==> src/rtl/phase_cmp_pkg.sv <==
// Shared constants and helpers for the phase-frequency comparator.
// Assumes exactly two compared inputs: channel 0 is the reference,
// channel 1 is the VCO feedback.
package phase_cmp_pkg;
    localparam int NUM_CH = 2;
    localparam int CH_REF = 0;
    localparam int CH_VCO = 1;

    typedef logic [NUM_CH-1:0] chvec_t;

    // Pad level for the followed channel: high when that channel maps to raise.
    function automatic logic pad_level(input logic follow_ref, input logic pol);
        return (follow_ref == pol);
    endfunction
endpackage

==> src/rtl/pfd_edge_catch.sv <==
// Rising-edge detector for each compared input.
// Assumes the inputs are already synchronous to clk. A rise is reported
// in the cycle in which the input is first seen high.
module pfd_edge_catch
    import phase_cmp_pkg::*;
(
    input  logic   clk,
    input  logic   rst_n,
    input  chvec_t level_in,
    output chvec_t rise_out
);
    chvec_t prev_q;

    for (genvar g = 0; g < NUM_CH; g++) begin : g_ch
        // Remember last cycle's level of this input.
        always_ff @(posedge clk) begin
            if (!rst_n) prev_q[g] <= 1'b0;
            else        prev_q[g] <= level_in[g];
        end
        assign rise_out[g] = level_in[g] & ~prev_q[g];

        assert_rise_single_R8: assert property (@(posedge clk) disable iff (!rst_n)
            rise_out[g] |=> !rise_out[g]);
    end
endmodule

==> src/rtl/pfd_flag_ctrl.sv <==
// Correction-flag state for the comparator.
// An edge sets its own flag. When both flags are set, both clear at the
// next edge, and edges seen in that clearing cycle are dropped. Each
// channel stays active for at least MIN_PW cycles through a hold counter.
// The leading input is latched when a comparison starts from idle; a tie
// counts as the reference leading.
module pfd_flag_ctrl
    import phase_cmp_pkg::*;
#(
    parameter int MIN_PW = 2
) (
    input  logic   clk,
    input  logic   rst_n,
    input  chvec_t rise_in,
    output chvec_t flag_out,
    output chvec_t act_out,
    output logic   lead_ref
);
    localparam int HW = $clog2(MIN_PW + 1);

    chvec_t          flag_q;
    chvec_t          set_ev;
    logic            clr_both;
    logic            idle;
    logic [HW-1:0]   hold_q [NUM_CH];

    assign clr_both = &flag_q;
    assign idle     = ~|flag_q;

    for (genvar g = 0; g < NUM_CH; g++) begin : g_ch
        assign set_ev[g] = rise_in[g] & ~flag_q[g] & ~clr_both;

        // Set the flag on its own edge; clear both once both are set.
        always_ff @(posedge clk) begin
            if (!rst_n)        flag_q[g] <= 1'b0;
            else if (clr_both) flag_q[g] <= 1'b0;
            else if (set_ev[g]) flag_q[g] <= 1'b1;
        end

        // Minimum-width hold: load on a fresh set, count down to zero.
        always_ff @(posedge clk) begin
            if (!rst_n)                 hold_q[g] <= '0;
            else if (set_ev[g])         hold_q[g] <= HW'(MIN_PW);
            else if (hold_q[g] != '0)   hold_q[g] <= hold_q[g] - 1'b1;
        end

        assign act_out[g] = flag_q[g] | (hold_q[g] != '0);

        if (MIN_PW >= 2) begin : g_minpw
            assert_min_pulse_R3: assert property (@(posedge clk) disable iff (!rst_n)
                $rose(act_out[g]) |=> act_out[g]);
        end

        assert_reset_idle_R1: assert property (@(posedge clk)
            !rst_n |=> (!flag_q[g] && hold_q[g] == '0));
    end

    // Latch which input started the comparison (tie goes to reference).
    always_ff @(posedge clk) begin
        if (!rst_n)                 lead_ref <= 1'b1;
        else if (idle && |set_ev)   lead_ref <= set_ev[CH_REF];
    end

    assign flag_out = flag_q;

    assert_clear_after_both_R4: assert property (@(posedge clk) disable iff (!rst_n)
        (flag_q[CH_REF] && flag_q[CH_VCO]) |=> (flag_q == '0));
endmodule

==> src/rtl/pfd_err_meter.sv <==
// Phase-error window measurement.
// Counts the cycles during which exactly one flag is set, saturating at
// 2^ERR_W-1. The count is reported in the cycle in which both flags are set.
// Assumes the flag behaviour of pfd_flag_ctrl.
module pfd_err_meter
    import phase_cmp_pkg::*;
#(
    parameter int ERR_W = 6
) (
    input  logic             clk,
    input  logic             rst_n,
    input  chvec_t           flag_in,
    output logic             err_valid,
    output logic [ERR_W-1:0] err_cycles
);
    localparam logic [ERR_W-1:0] CNT_MAX = '1;

    logic [ERR_W-1:0] cnt_q;
    logic             single;
    logic             both;

    assign single = flag_in[CH_REF] ^ flag_in[CH_VCO];
    assign both   = flag_in[CH_REF] & flag_in[CH_VCO];

    // Count the one-sided window; restart when the comparison closes.
    always_ff @(posedge clk) begin
        if (!rst_n)                          cnt_q <= '0;
        else if (both)                       cnt_q <= '0;
        else if (single && cnt_q != CNT_MAX) cnt_q <= cnt_q + 1'b1;
    end

    assign err_valid  = both;
    assign err_cycles = cnt_q;

    assert_valid_single_R7: assert property (@(posedge clk) disable iff (!rst_n)
        err_valid |=> !err_valid);
    assert_saturate_R9: assert property (@(posedge clk) disable iff (!rst_n)
        (single && cnt_q == CNT_MAX) |=> (cnt_q == CNT_MAX));
endmodule

==> src/rtl/pfd_pin_map.sv <==
// Maps the reference and VCO channels onto the raise/lower controls and the
// three-state pad, according to the polarity bit. During overlap the pad
// follows the leading input.
module pfd_pin_map
    import phase_cmp_pkg::*;
(
    input  logic   clk,
    input  logic   rst_n,
    input  chvec_t act_in,
    input  logic   lead_ref,
    input  logic   polarity,
    output logic   drv_hi,
    output logic   drv_lo,
    output logic   pin_oe,
    output logic   pin_lvl
);
    logic follow_ref;

    // Pick the channel that owns the pad and decode the drive controls.
    always_comb begin
        follow_ref = (act_in[CH_REF] & act_in[CH_VCO]) ? lead_ref : act_in[CH_REF];
        drv_hi     = polarity ? act_in[CH_REF] : act_in[CH_VCO];
        drv_lo     = polarity ? act_in[CH_VCO] : act_in[CH_REF];
        pin_oe     = |act_in;
        pin_lvl    = pin_oe & pad_level(follow_ref, polarity);
    end

    assert_pad_high_R6: assert property (@(posedge clk) disable iff (!rst_n)
        (drv_hi && !drv_lo) |-> (pin_oe && pin_lvl));
    assert_pad_low_R6: assert property (@(posedge clk) disable iff (!rst_n)
        (drv_lo && !drv_hi) |-> (pin_oe && !pin_lvl));
endmodule

==> src/rtl/phase_freq_comparator.sv <==
// Top of the phase-frequency comparator: edge capture, flag control,
// error measurement and pad mapping.
// Assumes ref_pulse and vco_pulse are synchronous to clk.
module phase_freq_comparator
    import phase_cmp_pkg::*;
#(
    parameter int MIN_PW = 2,
    parameter int ERR_W  = 6
) (
    input  logic             clk,
    input  logic             rst_n,
    input  logic             ref_pulse,
    input  logic             vco_pulse,
    input  logic             polarity,
    output logic             drv_hi,
    output logic             drv_lo,
    output logic             pin_oe,
    output logic             pin_lvl,
    output logic             err_valid,
    output logic [ERR_W-1:0] err_cycles,
    output logic             err_ref_lead
);
    chvec_t lvl;
    chvec_t rise;
    chvec_t flag;
    chvec_t act;
    logic   lead_ref;

    assign lvl[CH_REF] = ref_pulse;
    assign lvl[CH_VCO] = vco_pulse;

    pfd_edge_catch u_edge (
        .clk      (clk),
        .rst_n    (rst_n),
        .level_in (lvl),
        .rise_out (rise)
    );

    pfd_flag_ctrl #(.MIN_PW(MIN_PW)) u_flag (
        .clk      (clk),
        .rst_n    (rst_n),
        .rise_in  (rise),
        .flag_out (flag),
        .act_out  (act),
        .lead_ref (lead_ref)
    );

    pfd_err_meter #(.ERR_W(ERR_W)) u_meter (
        .clk        (clk),
        .rst_n      (rst_n),
        .flag_in    (flag),
        .err_valid  (err_valid),
        .err_cycles (err_cycles)
    );

    pfd_pin_map u_map (
        .clk      (clk),
        .rst_n    (rst_n),
        .act_in   (act),
        .lead_ref (lead_ref),
        .polarity (polarity),
        .drv_hi   (drv_hi),
        .drv_lo   (drv_lo),
        .pin_oe   (pin_oe),
        .pin_lvl  (pin_lvl)
    );

    assign err_ref_lead = lead_ref;

    assert_polarity_route_R5: assert property (@(posedge clk) disable iff (!rst_n)
        (err_valid && polarity) |-> (drv_hi && drv_lo));
endmodule

==> config.mk <==
export PLATFORM = sky130hd
export DESIGN_NAME = phase_freq_comparator
export DESIGN_NICKNAME = d
export VERILOG_FILES = /design/src/rtl/phase_cmp_pkg.sv /design/src/rtl/pfd_edge_catch.sv /design/src/rtl/pfd_flag_ctrl.sv /design/src/rtl/pfd_err_meter.sv /design/src/rtl/pfd_pin_map.sv /design/src/rtl/phase_freq_comparator.sv
export SDC_FILE = /design/constraint.sdc
export NUM_CORES = 1
export LEC_CHECK = 0
export BUFFER_PORTS_ARGS = -buffer_cell sky130_fd_sc_hd__buf_2
export CAP_MARGIN = 20
export CORE_MARGIN = 8
export CORE_UTILIZATION = 55
export DETAILED_ROUTE_END_ITERATION = 8
export GPL_TIMING_DRIVEN = 0
export PLACE_DENSITY = 0.9
export SLEW_MARGIN = 20
export SYNTH_ARGS = -nofsm -noshare
export SYNTH_HDL_FRONTEND = slang
export SYNTH_SLANG_ARGS = --single-unit
==> constraint.sdc <==
create_clock -name clk -period 2.2 [get_ports clk]
set_input_delay 0.22 -clock clk [delete_from_list [all_inputs] [get_ports clk]]
set_output_delay 0.22 -clock clk [all_outputs]
set_load 0.005 [all_outputs]
==> results.txt <==
The number of different library cells used by synthesis comes to 26. The vias after detailed routing is 671. Along the worst path, the maximum fanout reaches 5.

The overall routed net length is 1550 um. The min-delay analysis places its worst path in the category input pin to flip-flop. In the final design database the tool counted 119 nets. The async set or reset register ratio after synthesis is 0. The post-synthesis cell area is 807 sq um. The routed via count divided by cell count came out at 5.41. The global-route wire length before repair came out at 2630 um. In this run the worst setup path terminates at pin_lvl.

The worst setup path is captured at an output pin. The average wire per standard cell came out at 12.5 um. Power spread over the standard cell area amounts to 918 mW/mm^2. By count the netlist is led by sky130_fd_sc_hd__nor2_1 (13), sky130_fd_sc_hd__dfxtp_1 (11), sky130_fd_sc_hd__inv_1 (8), sky130_fd_sc_hd__nand2_1 (8).

The post-CTS resize count is 0. The most common cell in the synthesized netlist is sky130_fd_sc_hd__nor2_1. Setup slack on the worst reg-to-reg path comes out at 610 ps. The setup-violating endpoint count in the final report came out at 0. Counting instances, the worst hold path has a depth of 2. The total number of yosys warnings came out at 0. The peak clock frequency supported by timing came out at 558 MHz. The most used flip-flop cell after synthesis is sky130_fd_sc_hd__dfxtp_1. The placeable core region is 0.00144 sq mm.

The flow ran to the end, and the final reports show no timing, DRC or antenna violations. For this design the static power due to leakage is 0.426 nW. Counting every sink on the clock net gives 15. The number of antenna violations at the first check in global routing was 0. For this run, the total global-route usage over all layers was measured as 0.121. The startpoint class of the critical path is a flip-flop. In the final layout, flip-flops and latches occupy 340 sq um. The via count of the first global-routing pass is 650. The peak ir drop on the vdd network came out at 0.000472 V. The depth of the worst register-to-register path is 4. The worst slew margin relative to its limit is 0.715. The average cell area after synthesis is 9.17 sq um. Setup repair after global routing left no endpoint under its margin. The number of hold-slack violations in the final timing report came to 0.

No sink is reached through more buffers than the 2 on the longest clock path. The required arrival time at the worst endpoint came out at 1980 ps. The post-CTS repair timing setup buffer count came out at 0. The die is 54.3 um wide. The height of the die is 54.3 um.

Fill cells in the final layout number 136. The number of DRC violations after detailed-routing iteration 0 came out at 13. The sequential fraction of the synthesis area is 0.422.

Pin placement for this block handled 17 I/O pins. The critical path launch point is u_flag.hold_q[1][0]$_SDFFCE_PN0P_. The measured slew at the worst slew-check pin came out at 424 ps.

The signed area change from the synthesized netlist to the final layout is 15.8%. The worst setup path is of the flip-flop to output pin kind. CTS built an H-tree with a depth of 1. The number of port buffers is 16. The repair_antennas step left the layout with diodes totalling 0. The total negative slack is 0 ps. The global-route congestion overflow total is 0.

The total count of max-transition violations in the final report came to 0. The clock tree from TritonCTS is built. Entering global routing, the biggest net connects 10 pins. The ratio of cells with drive above 1 in the final layout came out at 0.213. Yosys mapped a number of flops with a built-in enable equal to 4. When the netlist entered floorplanning its net count stood at 98. The worst register-to-register path begins at u_flag.flag_out[0]$_SDFFE_PP0P_. The initial utilization of the core area, before any placement, comes to 0.562.

The half-perimeter wire length after placement came out at 1250 um. The synthesized netlist cell count is 88. Of all cell types, the one taking the most synthesized area is sky130_fd_sc_hd__dfxtp_1.

The clock insertion delay at the later pin of the skew report is 280 ps. The number of buffers created by CTS is 3. The fraction of post-synthesis cell area in the top cell type by area is 0.273. The clock slew at the register clock pins of the worst setup and hold paths is 90 ps.

In the final layout, the multi-input gates occupy 437 sq um. In this run the remaining antenna-violating nets after routing total 0. The data arrival time of the critical path is 1570 ps. The number of synthesized register bits came out at 15. Ranked by total cell area, the synthesized netlist is headed by sky130_fd_sc_hd__dfxtp_1 (27%), sky130_fd_sc_hd__edfxtp_1 (15%), sky130_fd_sc_hd__ha_1 (7.8%). The fraction of the cycle the final worst path needs came out at 0.815.

The floorplan die area is 0.00295 sq mm. In the routed design, unresolved DRC markers number 0. The number of rows in the core area is 14. In this run the clock root is driven by a sky130_fd_sc_hd__clkbuf_4.

At the end of routability-driven placement, the weighted congestion stood at 0.738. The cell total after placement came out at 120. The hold buffer count at cts came out at 0. The length of the first detailed-routing pass in iterations is 4. The number of cells in the finished layout apart from fillers came out at 124.

The clock tree skew after final layout came out at 4.28 ps. The endpoint identified for the worst register-to-register timing path is u_meter.err_cycles[2]$_SDFFE_PP0P_. Max-cap violations in this run came to 0. The final critical path time including I/O delays and setup is 1790 ps.
through the flow:
stage	cell area (sq um)	worst slack [ps]	util	power, mW	hold slack, ps
finish	935	407	0.651	0.858	172
global route	935	295	0.651	0.932	160
CTS	935	394	0.651	0.869	169
detailed placement	907	604	0.632	0.716	465
global placement	907	623	0.632	0.690	454
floorplan	807	769	-	0.609	342
critical path, stage by stage (launching register included):
cell	delay, ps
sky130_fd_sc_hd__edfxtp_1	360
sky130_fd_sc_hd__inv_1	50
sky130_fd_sc_hd__ha_1	220
sky130_fd_sc_hd__and2b_2	240
sky130_fd_sc_hd__a211o_1	270
sky130_fd_sc_hd__nand2_1	60
sky130_fd_sc_hd__buf_2	100
per-layer routing:
layer  track usage  up-vias  wire length, um
li1              -      351                -
met1         0.128      298              638
met2         0.206       18              777
met3        0.0353        4              106
met4        0.0738        0               29
met5             0        -                0
worst min-delay path by stage:
stage                         start                          end  slack (ps)
after global routing      vco_pulse  u_edge.prev_q[1]$_SDFF_PN0_         160
after global placement    ref_pulse  u_edge.prev_q[0]$_SDFF_PN0_         450
after floorplan               rst_n  u_edge.prev_q[0]$_SDFF_PN0_         340
after CTS                 vco_pulse  u_edge.prev_q[1]$_SDFF_PN0_         170
after detailed placement  vco_pulse  u_edge.prev_q[1]$_SDFF_PN0_         460
final                     vco_pulse  u_edge.prev_q[1]$_SDFF_PN0_         170
layout make-up:
class	count	area share
Timing Repair Buffer	16	0.0857
Inverter	8	0.0321
Clock buffer	3	0.0241
Tap cell	16	0.0214
Sequential cell	15	0.364
Multi-Input combinational cell	65	0.467
Clock inverter	1	0.00535
where the power goes:
| part | leakage [nW] | total [mW] | switching (mW) | internal (mW) |
|---|---|---|---|---|
| sequential | 0.135 | 0.379 | 0.0334 | 0.346 |
| clock | 0.0177 | 0.156 | 0.0886 | 0.0675 |
| combinational | 0.274 | 0.323 | 0.176 | 0.146 |
logic make-up after synthesis:
kind of cell | synth area share
fa+ha+maj | 0.0775
buf+inv | 0.0372
mux | 0.0372
flops | 0.422
compound gates | 0.126
simple gates | 0.301
state kept, by name, summed over array words and instances, names as in the netlist:
register	cells
u_flag.hold_q	4
u_edge.prev_q	2
u_flag.lead_ref	1
u_meter.err_cycles	6
u_flag.flag_out	2
placed cells by master (no fill, tap or decap), types with 4 or more instances in the layout:
| cell | n |
|---|---|
| sky130_fd_sc_hd__a21oi_1 | 4 |
| sky130_fd_sc_hd__buf_2 | 16 |
| sky130_fd_sc_hd__dfxtp_1 | 11 |
| sky130_fd_sc_hd__edfxtp_1 | 4 |
| sky130_fd_sc_hd__ha_1 | 5 |
| sky130_fd_sc_hd__inv_1 | 8 |
| sky130_fd_sc_hd__nand2_1 | 8 |
| sky130_fd_sc_hd__nand2b_1 | 5 |
| sky130_fd_sc_hd__nor2_1 | 13 |
Note: power is estimated with default switching activity, not from simulation.
